$ cat src/rtl/lpt_pkg.sv
package lpt_pkg;

  localparam int RD_W = 8;
  localparam int SW_N = 6;

  localparam logic [1:0] OFS_DATA  = 2'd0;
  localparam logic [1:0] OFS_SW_HI = 2'd3;

  // Status word layout, low bit last: ack flag in bit 0 up to sw_lo in bits 6:4
  typedef struct packed {
    logic [2:0] sw_lo;
    logic       busy;
    logic       pe;
    logic       sel;
    logic       ack;
  } stat_t;

  function automatic logic [RD_W-1:0] pack_status(input stat_t s);
    return {1'b0, s};
  endfunction

  function automatic logic [RD_W-1:0] pack_sw_hi(input logic [2:0] s);
    return {{(RD_W-3){1'b0}}, s};
  endfunction

endpackage

$ cat src/rtl/lpt_sync.sv
module lpt_sync #(
  parameter int           W       = 1,
  parameter int           STAGES  = 2,
  parameter logic [W-1:0] RST_VAL = '0
) (
  input  logic         clk,
  input  logic         rst,
  input  logic [W-1:0] d,
  output logic [W-1:0] q
);

  logic [W-1:0] stg [STAGES];

  generate
    for (genvar i = 0; i < STAGES; i++) begin : g_stage
      if (i == 0) begin : g_first
        always_ff @(posedge clk) begin
          if (rst) stg[i] <= RST_VAL;
          else     stg[i] <= d;
        end
      end else begin : g_next
        always_ff @(posedge clk) begin
          if (rst) stg[i] <= RST_VAL;
          else     stg[i] <= stg[i-1];
        end
      end
    end
  endgenerate

  assign q = stg[STAGES-1];

endmodule

$ cat src/rtl/lpt_strobe_gen.sv
module lpt_strobe_gen #(
  parameter int DATA_W             = 8,
  parameter int STROBE_CLKS        = 2,
  parameter bit STROBE_ACTIVE_HIGH = 1'b0
) (
  input  logic              clk,
  input  logic              rst,
  input  logic              load,
  input  logic [DATA_W-1:0] load_data,
  output logic [DATA_W-1:0] prn_data,
  output logic              prn_strobe,
  output logic              pulse_on
);

  localparam int   CNT_W = (STROBE_CLKS < 2) ? 1 : $clog2(STROBE_CLKS);
  localparam logic IDLE  = STROBE_ACTIVE_HIGH ? 1'b0 : 1'b1;

  logic              pend_q;
  logic              act_q;
  logic [CNT_W-1:0]  left_q;
  logic [DATA_W-1:0] data_q;
  logic              strobe_q;

  always_ff @(posedge clk) begin
    if (rst) begin
      data_q   <= '0;
      pend_q   <= 1'b0;
      act_q    <= 1'b0;
      left_q   <= '0;
      strobe_q <= IDLE;
    end else if (load) begin
      data_q   <= load_data;
      pend_q   <= 1'b1;
      act_q    <= 1'b0;
      left_q   <= '0;
      strobe_q <= IDLE;
    end else if (pend_q) begin
      pend_q   <= 1'b0;
      act_q    <= 1'b1;
      left_q   <= CNT_W'(STROBE_CLKS - 1);
      strobe_q <= ~IDLE;
    end else if (act_q) begin
      if (left_q == '0) begin
        act_q    <= 1'b0;
        strobe_q <= IDLE;
      end else begin
        left_q <= left_q - 1'b1;
      end
    end
  end

  assign prn_data   = data_q;
  assign prn_strobe = strobe_q;
  assign pulse_on   = act_q;

endmodule

$ cat src/rtl/lpt_ack_latch.sv
module lpt_ack_latch #(
  parameter bit ACK_ACTIVE_LOW = 1'b1
) (
  input  logic clk,
  input  logic rst,
  input  logic ack_s,
  input  logic clr,
  output logic flag
);

  localparam logic ACK_IDLE = ACK_ACTIVE_LOW ? 1'b1 : 1'b0;

  logic prev_q;
  logic flag_q;
  logic hit;

  always_comb begin
    if (ACK_ACTIVE_LOW) hit = prev_q & ~ack_s;
    else                hit = ~prev_q & ack_s;
  end

  always_ff @(posedge clk) begin
    if (rst) begin
      prev_q <= ACK_IDLE;
      flag_q <= 1'b0;
    end else begin
      prev_q <= ack_s;
      if (clr)      flag_q <= 1'b0;
      else if (hit) flag_q <= 1'b1;
    end
  end

  assign flag = flag_q;

endmodule

$ cat src/rtl/lpt_status_mux.sv
module lpt_status_mux
  import lpt_pkg::*;
(
  input  logic            clk,
  input  logic            rst,
  input  logic            rd,
  input  logic [1:0]      addr,
  input  stat_t           stat,
  input  logic [2:0]      sw_hi,
  output logic [RD_W-1:0] rdata
);

  logic [RD_W-1:0] sel_word;
  logic [RD_W-1:0] rdata_q;

  always_comb begin
    unique case (addr)
      OFS_DATA:  sel_word = pack_status(stat);
      OFS_SW_HI: sel_word = pack_sw_hi(sw_hi);
      default:   sel_word = '0;
    endcase
  end

  always_ff @(posedge clk) begin
    if (rst)     rdata_q <= '0;
    else if (rd) rdata_q <= sel_word;
    else         rdata_q <= '0;
  end

  assign rdata = rdata_q;

endmodule

$ cat src/rtl/lpt_autostrobe_port.sv
module lpt_autostrobe_port
  import lpt_pkg::*;
#(
  parameter int DATA_W             = 8,
  parameter int STROBE_CLKS        = 2,
  parameter bit STROBE_ACTIVE_HIGH = 1'b0,
  parameter bit ACK_ACTIVE_LOW     = 1'b1,
  parameter bit BUSY_ACTIVE_HIGH   = 1'b1,
  parameter int SYNC_STAGES        = 2
) (
  input  logic              clk,
  input  logic              rst,
  input  logic [1:0]        reg_addr,
  input  logic              reg_wr,
  input  logic              reg_rd,
  input  logic [DATA_W-1:0] reg_wdata,
  input  logic              prn_ack,
  input  logic              prn_busy,
  input  logic              prn_pe,
  input  logic              prn_select,
  input  logic [SW_N-1:0]   cfg_sw,
  output logic [DATA_W-1:0] prn_data,
  output logic              prn_strobe,
  output logic [RD_W-1:0]   reg_rdata
);

  localparam int         IN_W    = 4 + SW_N;
  localparam logic       ACK_IDL = ACK_ACTIVE_LOW ? 1'b1 : 1'b0;
  localparam logic [IN_W-1:0] IN_RST = {{(IN_W-1){1'b0}}, ACK_IDL};

  logic [IN_W-1:0] raw_in;
  logic [IN_W-1:0] syn_in;
  logic            ack_s, busy_s, pe_s, sel_s;
  logic [SW_N-1:0] sw_s;
  logic            data_wr;
  logic            ack_seen;
  logic            pulse_on;
  stat_t           stat;

  assign raw_in = {cfg_sw, prn_select, prn_pe, prn_busy, prn_ack};

  lpt_sync #(
    .W       (IN_W),
    .STAGES  (SYNC_STAGES),
    .RST_VAL (IN_RST)
  ) u_sync (
    .clk (clk),
    .rst (rst),
    .d   (raw_in),
    .q   (syn_in)
  );

  assign ack_s  = syn_in[0];
  assign busy_s = syn_in[1];
  assign pe_s   = syn_in[2];
  assign sel_s  = syn_in[3];
  assign sw_s   = syn_in[IN_W-1:4];

  assign data_wr = reg_wr && (reg_addr == OFS_DATA);

  lpt_strobe_gen #(
    .DATA_W             (DATA_W),
    .STROBE_CLKS        (STROBE_CLKS),
    .STROBE_ACTIVE_HIGH (STROBE_ACTIVE_HIGH)
  ) u_strobe (
    .clk        (clk),
    .rst        (rst),
    .load       (data_wr),
    .load_data  (reg_wdata),
    .prn_data   (prn_data),
    .prn_strobe (prn_strobe),
    .pulse_on   (pulse_on)
  );

  lpt_ack_latch #(
    .ACK_ACTIVE_LOW (ACK_ACTIVE_LOW)
  ) u_ack (
    .clk   (clk),
    .rst   (rst),
    .ack_s (ack_s),
    .clr   (data_wr),
    .flag  (ack_seen)
  );

  always_comb begin
    stat.ack   = ack_seen;
    stat.sel   = sel_s;
    stat.pe    = pe_s;
    stat.busy  = BUSY_ACTIVE_HIGH ? busy_s : ~busy_s;
    stat.sw_lo = sw_s[2:0];
  end

  lpt_status_mux u_rd (
    .clk   (clk),
    .rst   (rst),
    .rd    (reg_rd),
    .addr  (reg_addr),
    .stat  (stat),
    .sw_hi (sw_s[5:3]),
    .rdata (reg_rdata)
  );

endmodule

$ cat config.mk
export PLATFORM = sky130hd
export DESIGN_NAME = lpt_autostrobe_port
export DESIGN_NICKNAME = d
export VERILOG_FILES = /design/src/rtl/lpt_pkg.sv /design/src/rtl/lpt_sync.sv /design/src/rtl/lpt_strobe_gen.sv /design/src/rtl/lpt_ack_latch.sv /design/src/rtl/lpt_status_mux.sv /design/src/rtl/lpt_autostrobe_port.sv
export SDC_FILE = /design/constraint.sdc
export NUM_CORES = 1
export LEC_CHECK = 0
export BUFFER_PORTS_ARGS = -buffer_cell sky130_fd_sc_hd__buf_2
export CORE_ASPECT_RATIO = 2
export CORE_MARGIN = 2
export CORE_UTILIZATION = 34
export DETAILED_ROUTE_END_ITERATION = 8
export HOLD_SLACK_MARGIN = 0.02
export RECOVER_POWER = 100
export SYNTH_ARGS = -nofsm -noshare
export SYNTH_HDL_FRONTEND = slang
export SYNTH_SLANG_ARGS = --single-unit
$ cat constraint.sdc
create_clock -name clk -period 1.8 [get_ports clk]
set_clock_uncertainty 0.15 [all_clocks]
set_input_delay 0.54 -clock clk [delete_from_list [all_inputs] [get_ports clk]]
set_output_delay 0.54 -clock clk [all_outputs]
set_load 0.1 [all_outputs]
==> results.yml, run 1 <==
grt:
  grt_pass1_wl_mm: 3.13
  antenna_found_initial: 0
  grt-ovfl-total: 0
  grt_use_met3: 0.0545
  gr-usage-met1: 0.0934
  grt_max_degree: 15
  grt.busiest_layer: "met2"
  grtUsageTotal: 0.109
  grt_pass1_vias: 789
  grt_use_met2: 0.186
critical_path:
  crit_start: "u_strobe.prn_data[4]"
  cp_slowest_cell: "buf_2"
  r2r-start: "u_strobe.left_q"
  path_buf_inv: 1
  crit_fanout: 2
  crit_path_cell_trace: "buf_2"
  arrival_ns: 1.06
  r2r_slack_ns: 0.93
  cp_top_family: "buffers and inverters"
  endpoint_kind: "output port"
  cpPeakStageDelay_ns: 0.43
  worstPathRequired_ns: 1.11
  critPathKind: "register to output port"
  rr_endpoint: "u_strobe.prn_strobe"
  start_kind: "register"
  reg2reg_depth: 3
cts:
  cts.sink_count: 41
  post_cts_resized: 0
  cts_setup_buffers: 0
  cts.root.buffer_cell: "clkbuf_8"
  clk_transition_reported_paths_ns: 0.07
  clockBufferDepth: 2
  cts_buffers: 5
  clock_latency_ns: 0.28
  htreeDepth: 2
  cts_tree: "yes"
  cts_hold_buffers: 0
finish:
  diodes: 0
  area_delta_synth_final_pct: 24.3
  fin_nets: 175
  fin_util: 0.432
  drive_above_1_share: 0.324
floorplan:
  start_util: 0.347
  die-area_um2: 4170
  std_cell_rows: 31
  core_um2: 3570
  die_x_um: 46.7
  die_h_um: 89.4
  io_pins: 41
synthesis:
  syn_area_per_cell_um2: 11.8
  synth_cell_types: 21
  ys_seq_area_frac: 0.663
  syn_nets: 131
  synth_edf_count: 0
  syn_area_um2: 1240
  syn_inst: 105
  ys_top_cells_by_count: "41 x dfxtp_1, 20 x nor2b_1, 8 x a22o_1, 5 x nor2_1, 4 x and3_1"
  synth_area_leaders: "dfxtp_1 66%, nor2b_1 10%, a22o_1 5.7%"
  yosysTopAreaCell: "dfxtp_1"
  async_flop_share: 0
  synthFlopType: "dfxtp_1"
  ys_ff_latch: 41
  yosys_warnings: 0
  yosysMostFrequentCell: "dfxtp_1"
  netlist.area_leader.share: 0.663
timing:
  period_share: 0.971
  timing.fmax_mhz: 572
  min_period_ns: 1.75
  setup_tns_ns: 0
  rsz0062_at_grt: "no"
  maxSlewViolCount: 0
  slew_headroom: 0.626
  worst_pin_slew_ns: 0.561
  hold_violations: 0
  finalSetupViolCount: 0
run_status:
  status: "completed"
power:
  p_leak_uw: 0.000703
  ir_drop_uv: 593
  power_density_nw_per_um2: 1060
min_path:
  hold_start: "u_sync.stg[0][0]"
  hold_class: "register to register"
  holdPathStages: 1
  whs_endpoint: "u_sync.stg[1][0]"
routing:
  dr.first_iter.drc_count: 8
  drc: 0
  first_pass_iters: 4
  drt-total-wl_mm: 1.97
  wl_per_cell_um: 9.99
  antenna_left: 0
  routed_via_density: 4.28
  via_count: 843
placement:
  place.gp.congestion: 0.655
  port_buffers: 39
  dpl.hpwl_mm: 1.51
flow_run:
  max_cap_violations: 0
power breakdown:
part	internal [uW]	switching [uW]
sequential	939	9.51
clock	254	272
combinational	47.7	103
total	1240	384
layout by cell type (no fill, tap or decap), types with 2 or more instances in the layout:
cell type,count
nand2_1,2
clkbuf_1,4
clkbuf_8,5
a22oi_1,3
and3_1,4
dfxtp_1,41
ha_1,2
o21a_1,2
inv_1,3
a21oi_1,2
or2_2,3
nor2_1,6
buf_2,31
nor2b_1,20
clkbuf_2,6
a22o_1,8
cell families after synthesis:
kind of cell | after synthesis | share of synthesized area
AOI/OAI and AO/OA | 17 | 0.106
adders and majority gates | 2 | 0.0202
buffers and inverters | 8 | 0.0364
DFF | 41 | 0.663
other | 1 | 0.00303
and+or+nand+nor | 36 | 0.172
flip-flops by register name (all words and copies together) (netlist names):
| register | count |
|---|---|
| u_ack.flag | 1 |
| u_ack.prev_q | 1 |
| u_rd.rdata | 7 |
| u_strobe.left_q | 1 |
| u_strobe.pend_q | 1 |
| u_strobe.prn_data | 8 |
| u_strobe.prn_strobe | 1 |
| u_strobe.pulse_on | 1 |
| u_sync.stg | 20 |
metrics by stage:
stage / setup slack, ns / power (uW) / hold WS [ns] / area [um^2] / instances
2_1_floorplan: 0.185 / 1080 / 0.239 / 1240 / 105
3_3_place_gp: 0.139 / 1120 / 0.243 / 1480 / 191
3_5_place_dp: 0.0991 / 1130 / 0.245 / 1480 / 191
4_1_cts: 0.0409 / 1650 / 0.261 / 1560 / 197
5_1_grt: 0.00861 / 1700 / 0.281 / 1540 / 197
6_report: 0.0519 / 1630 / 0.260 / 1540 / 197
layout make-up:
class	count	area (um^2)
tap	49	61.3
clock buffer	5	68.8
multi-input combinational	56	365
timing repair buffer	42	208
clock inverter	1	5.00
fill	370	2030
inverter	3	11.3
sequential	41	821
routing by layer:
metal | wire, um | share of wire
met1 | 703 | 0.36
met2 | 999 | 0.51
met3 | 195 | 0.099
met4 | 70 | 0.036
met5 | 0 | 0
how the worst max path moves through the flow:
| stage | cells past startpoint | slack, ns | endpoint |
|---|---|---|---|
| after floorplan | 0 | 0.19 | prn_strobe |
| after CTS | 1 | 0.04 | prn_data[4] |
| after detailed placement | 6 | 0.1 | u_strobe.prn_data[4] |
| after global routing | 6 | 0.009 | u_strobe.prn_strobe |
| after global placement | 6 | 0.14 | u_strobe.prn_data[3] |
| final | 1 | 0.05 | prn_data[4] |
(Power assumes the default switching activity.)
==> inputs of run 2 (changes only) <==
clock period = 1.9 ns   (was 1.8 ns; I/O delays follow)
==> run 2 against run 1 <==
Net effect:
- non-clock buffer count is the same
- via count grew 0.71%
- cell count is the same
- global-route usage is the same
- register-to-register slack gained 0.10 ns
- critical path type unchanged
- largest power group unchanged
==> results.yml, run 2 (synthesis results as in run 1) <==
timing:
  finalSetupViolCount: 0
  min_period_ns: 1.82
  period_share: 0.956
  rsz0062_at_grt: "no"
  slew_headroom: 0.626
  setup_tns_ns: 0
  timing.fmax_mhz: 551
  hold_violations: 0
  maxSlewViolCount: 0
  worst_pin_slew_ns: 0.561
placement:
  port_buffers: 39
  place.gp.congestion: 0.655
  dpl.hpwl_mm: 1.51
  postPlaceCellArea_um2: 1480
cts:
  htreeDepth: 2
  cts_buffers: 5
  cts.sink_count: 41
  cts.root.buffer_cell: "clkbuf_8"
  cts_setup_buffers: 0
  clockBufferDepth: 2
  clock_latency_ns: 0.28
  post_cts_resized: 0
  cts_hold_buffers: 0
  cts_tree: "yes"
  clk_transition_reported_paths_ns: 0.07
critical_path:
  arrival_ns: 1.10
  start_kind: "register"
  cpPeakStageDelay_ns: 0.46
  crit_fanout: 2
  crit_path_cell_trace: "clkbuf_2"
  cp_top_family: "buffers and inverters"
  path_buf_inv: 1
  cp_slowest_cell: "clkbuf_2"
  endpoint_kind: "output port"
  worstPathRequired_ns: 1.18
  critPathKind: "register to output port"
finish:
  design_area_um2: 1540
  largest_reg_flops: 20
  fin_nets: 175
  drive_above_1_share: 0.318
  multi_input_area_um2: 365
  diodes: 0
  largest_register: "u_sync.stg"
  layout_commonest_cell: "dfxtp_1"
  area_delta_synth_final_pct: 24.0
  seq_area_um2: 821
  final_cell_mix: "41 x dfxtp_1, 21 x buf_2, 20 x nor2b_1, 16 x clkbuf_2, 8 x a22o_1"
  n_fill_cell: 371
routing:
  dr.first_iter.drc_count: 5
  wl_per_cell_um: 10.0
  drt-total-wl_mm: 1.97
  first_pass_iters: 3
  drc: 0
  via_count: 849
  antenna_left: 0
  routed_via_density: 4.31
power:
  switching_share: 0.237
  p_comb_frac: 0.092
  seq_power_share: 0.584
  switching_power_uw: 364
  power_density_nw_per_um2: 1000
  p_clk_frac: 0.324
  cell_internal_pwr_uw: 1170
  p_leak_uw: 0.000693
  ir_drop_uv: 562
grt:
  grt_use_met2: 0.186
  grt.busiest_layer: "met2"
  gr-usage-met1: 0.0934
  grt-ovfl-total: 0
  grt_max_degree: 15
  grtUsageTotal: 0.109
  grt_use_met3: 0.0545
  grt_pass1_vias: 789
  antenna_found_initial: 0
  grt_pass1_wl_mm: 3.13
floorplan:
  die_x_um: 46.7
  core_um2: 3570
  start_util: 0.347
  die-area_um2: 4170
  std_cell_rows: 31
  die_h_um: 89.4
  io_pins: 41
min_path:
  hold_class: "register to register"
flow_run:
  max_cap_violations: 0
run_status:
  status: "completed"
run 2: worst paths after layout:
path,from,endpoint,slack [ns],cells after the start
max,u_strobe.prn_data[4],prn_data[4],0.08,1
min,u_sync.stg[0][0],u_sync.stg[1][0],0.26,1
max reg2reg,u_strobe.left_q,u_strobe.prn_strobe,1.03,3
min reg2reg,u_sync.stg[0][0],u_sync.stg[1][0],0.26,1
run 2: per-stage QoR:
step	util	hold slack, ns	instances	worst slack [ns]	power, uW
2_1_floorplan	-	0.239	105	0.255	1020
3_3_place_gp	0.416	0.243	191	0.209	1060
3_5_place_dp	0.416	0.245	191	0.169	1070
4_1_cts	0.437	0.261	197	0.111	1570
5_1_grt	0.431	0.285	197	0.0422	1610
6_report	0.431	0.260	197	0.0844	1540
run 2: metal layers:
layer,routed length [um],share of wire
met5,0,0
met3,202,0.10
met2,998,0.51
met4,70,0.035
met1,702,0.36
run 2: layout make-up:
class / instances / area share
Tap cell: 49 / 0.0399
Sequential cell: 41 / 0.534
Clock inverter: 1 / 0.00326
Clock buffer: 5 / 0.0448
Multi-Input combinational cell: 56 / 0.238
Inverter: 3 / 0.00733
Timing Repair Buffer: 42 / 0.133
run 2: power by group through the flow:
stage	combinational, uW	clock (uW)	sequential, uW
after floorplan	56.4	0	968
after global placement	145	0	917
after detailed placement	148	0	918
after CTS	148	521	898
after global routing	153	555	901
final	141	499	899
==> inputs of run 3 (changes only) <==
CORE_UTILIZATION = 47   (was 34)
PLACE_DENSITY = 0.75   (was default)
==> run 3 against run 2 <==
Net effect:
- core utilization grew 17 points
- sequential power is essentially flat
- flip-flop and latch count is the same
- setup slack is essentially flat
- combinational power is essentially flat
- via count shrank 0.94%
- design area shrank 0.81%
- critical path depth is the same
- fmax is essentially flat
- register-to-register slack is essentially flat
- clock power grew 7.0%
- routed wire length grew 1.0%
==> results.yml, run 3 (synthesis results as in run 1) <==
run_status:
  status: "completed"
cts:
  cts_tree: "yes"
  cts.root.buffer_cell: "clkbuf_8"
  cts_hold_buffers: 0
  post_cts_resized: 0
  htreeDepth: 2
  clk_transition_reported_paths_ns: 0.07
  cts_buffers: 5
  clock_latency_ns: 0.29
  cts_setup_buffers: 0
  cts.sink_count: 41
  clockBufferDepth: 2
critical_path:
  start_kind: "register"
  cp_slowest_cell: "clkbuf_2"
  cpPeakStageDelay_ns: 0.46
  cp_top_family: "buffers and inverters"
  endpoint_kind: "output port"
  crit_path_cell_trace: "clkbuf_2"
  critPathKind: "register to output port"
  arrival_ns: 1.10
  crit_fanout: 2
  rr_endpoint: "u_strobe.prn_strobe"
  path_buf_inv: 1
  cp.depth: 1
  reg2reg_depth: 3
  r2r-start: "u_strobe.left_q"
  r2r_slack_ns: 1.02
  worstPathRequired_ns: 1.18
min_path:
  whs_endpoint: "u_sync.stg[1][0]"
  holdPathStages: 1
  hold_start: "u_sync.stg[0][0]"
  hold_class: "register to register"
placement:
  postPlaceCellArea_um2: 1450
  dp_slack_ns: 0.0394
  place.gp.congestion: 0.657
  dpl.hpwl_mm: 1.55
  port_buffers: 39
flow_run:
  max_cap_violations: 0
floorplan:
  die_h_um: 76.6
  die_x_um: 40.3
  std_cell_rows: 26
  core_um2: 2540
  start_util: 0.488
  io_pins: 41
  die-area_um2: 3090
timing:
  slew_headroom: 0.548
  rsz0062_at_grt: "no"
  maxSlewViolCount: 0
  setup_tns_ns: 0
  finalSetupViolCount: 0
  timing.fmax_mhz: 551
  min_period_ns: 1.82
  hold_violations: 0
  worst_pin_slew_ns: 0.679
  worst_slack_ns: 0.0842
  period_share: 0.956
grt:
  grtUsageTotal: 0.159
  grt-ovfl-total: 0
  grt_max_degree: 18
  antenna_found_initial: 0
  grt_pass1_wl_mm: 3.31
  grt_pass1_vias: 837
routing:
  routed_via_density: 4.75
  drt-total-wl_mm: 1.99
  first_pass_iters: 3
  dr.first_iter.drc_count: 10
  wl_per_cell_um: 11.3
  via_count: 841
  drc: 0
  antenna_left: 0
finish:
  drive_above_1_share: 0.342
  largest_register: "u_sync.stg"
  design_area_um2: 1520
  largest_reg_flops: 20
  fin_util: 0.601
  final_cell_mix: "41 x dfxtp_1, 23 x buf_2, 20 x nor2b_1, 15 x clkbuf_2, 8 x a22o_1"
  fin_nets: 174
  area_delta_synth_final_pct: 23.0
  diodes: 0
  layout_commonest_cell: "dfxtp_1"
power:
  power_density_nw_per_um2: 1030
  ir_drop_uv: 757
  p_leak_uw: 0.000703
## run 3: cell count changes in the layout (fill, tap and decap cells not counted), sizes merged
cell,before,now
buf,21,24
clkbuf,26,22
clkinv,1,2
clkinvlp,0,1
## run 3: worst max path at each step
stage / slack [ns] / endpoint / startpoint
2_1_floorplan: 0.26 / prn_strobe / u_strobe.prn_strobe
3_3_place_gp: 0.14 / u_strobe.prn_strobe / reg_addr[0]
3_5_place_dp: 0.04 / u_strobe.prn_strobe / reg_addr[0]
4_1_cts: 0.1 / prn_data[5] / u_strobe.prn_data[5]
5_1_grt: 0.04 / prn_data[7] / u_strobe.prn_data[7]
6_report: 0.08 / prn_data[5] / u_strobe.prn_data[5]
## run 3: through the flow
| step | hold WS [ns] | cells | power, uW |
|---|---|---|---|
| after floorplan | 0.239 | 105 | 1020 |
| after global placement | 0.242 | 169 | 1060 |
| after detailed placement | 0.244 | 169 | 1070 |
| after CTS | 0.261 | 177 | 1600 |
| after global routing | 0.284 | 177 | 1650 |
| final | 0.259 | 177 | 1570 |
## run 3: cell type report
| cell class | count | area [um^2] |
|---|---|---|
| Timing Repair Buffer | 41 | 205 |
| Clock buffer | 5 | 68.8 |
| Tap cell | 28 | 35.0 |
| Sequential cell | 41 | 821 |
| Fill cell | 227 | 1010 |
| Multi-Input combinational cell | 56 | 365 |
| Clock inverter | 3 | 17.5 |
| Inverter | 3 | 11.3 |
## run 3: power breakdown
group | internal, uW | leakage, uW | total, uW | switching (uW)
Clock | 253 | 0.0000439 | 534 | 281
Sequential | 889 | 0.000336 | 898 | 9.23
Combinational | 44.6 | 0.000324 | 143 | 98.0
Total | 1190 | 0.000703 | 1570 | 388
## run 3: metal layers
layer / track usage / vias to the layer above / share of wire
met5: 0 / - / 0
met4: 0.103 / 0 / 0.028
met3: 0.0729 / 6 / 0.056
met2: 0.271 / 25 / 0.58
met1: 0.127 / 383 / 0.33
li1: - / 427 / -
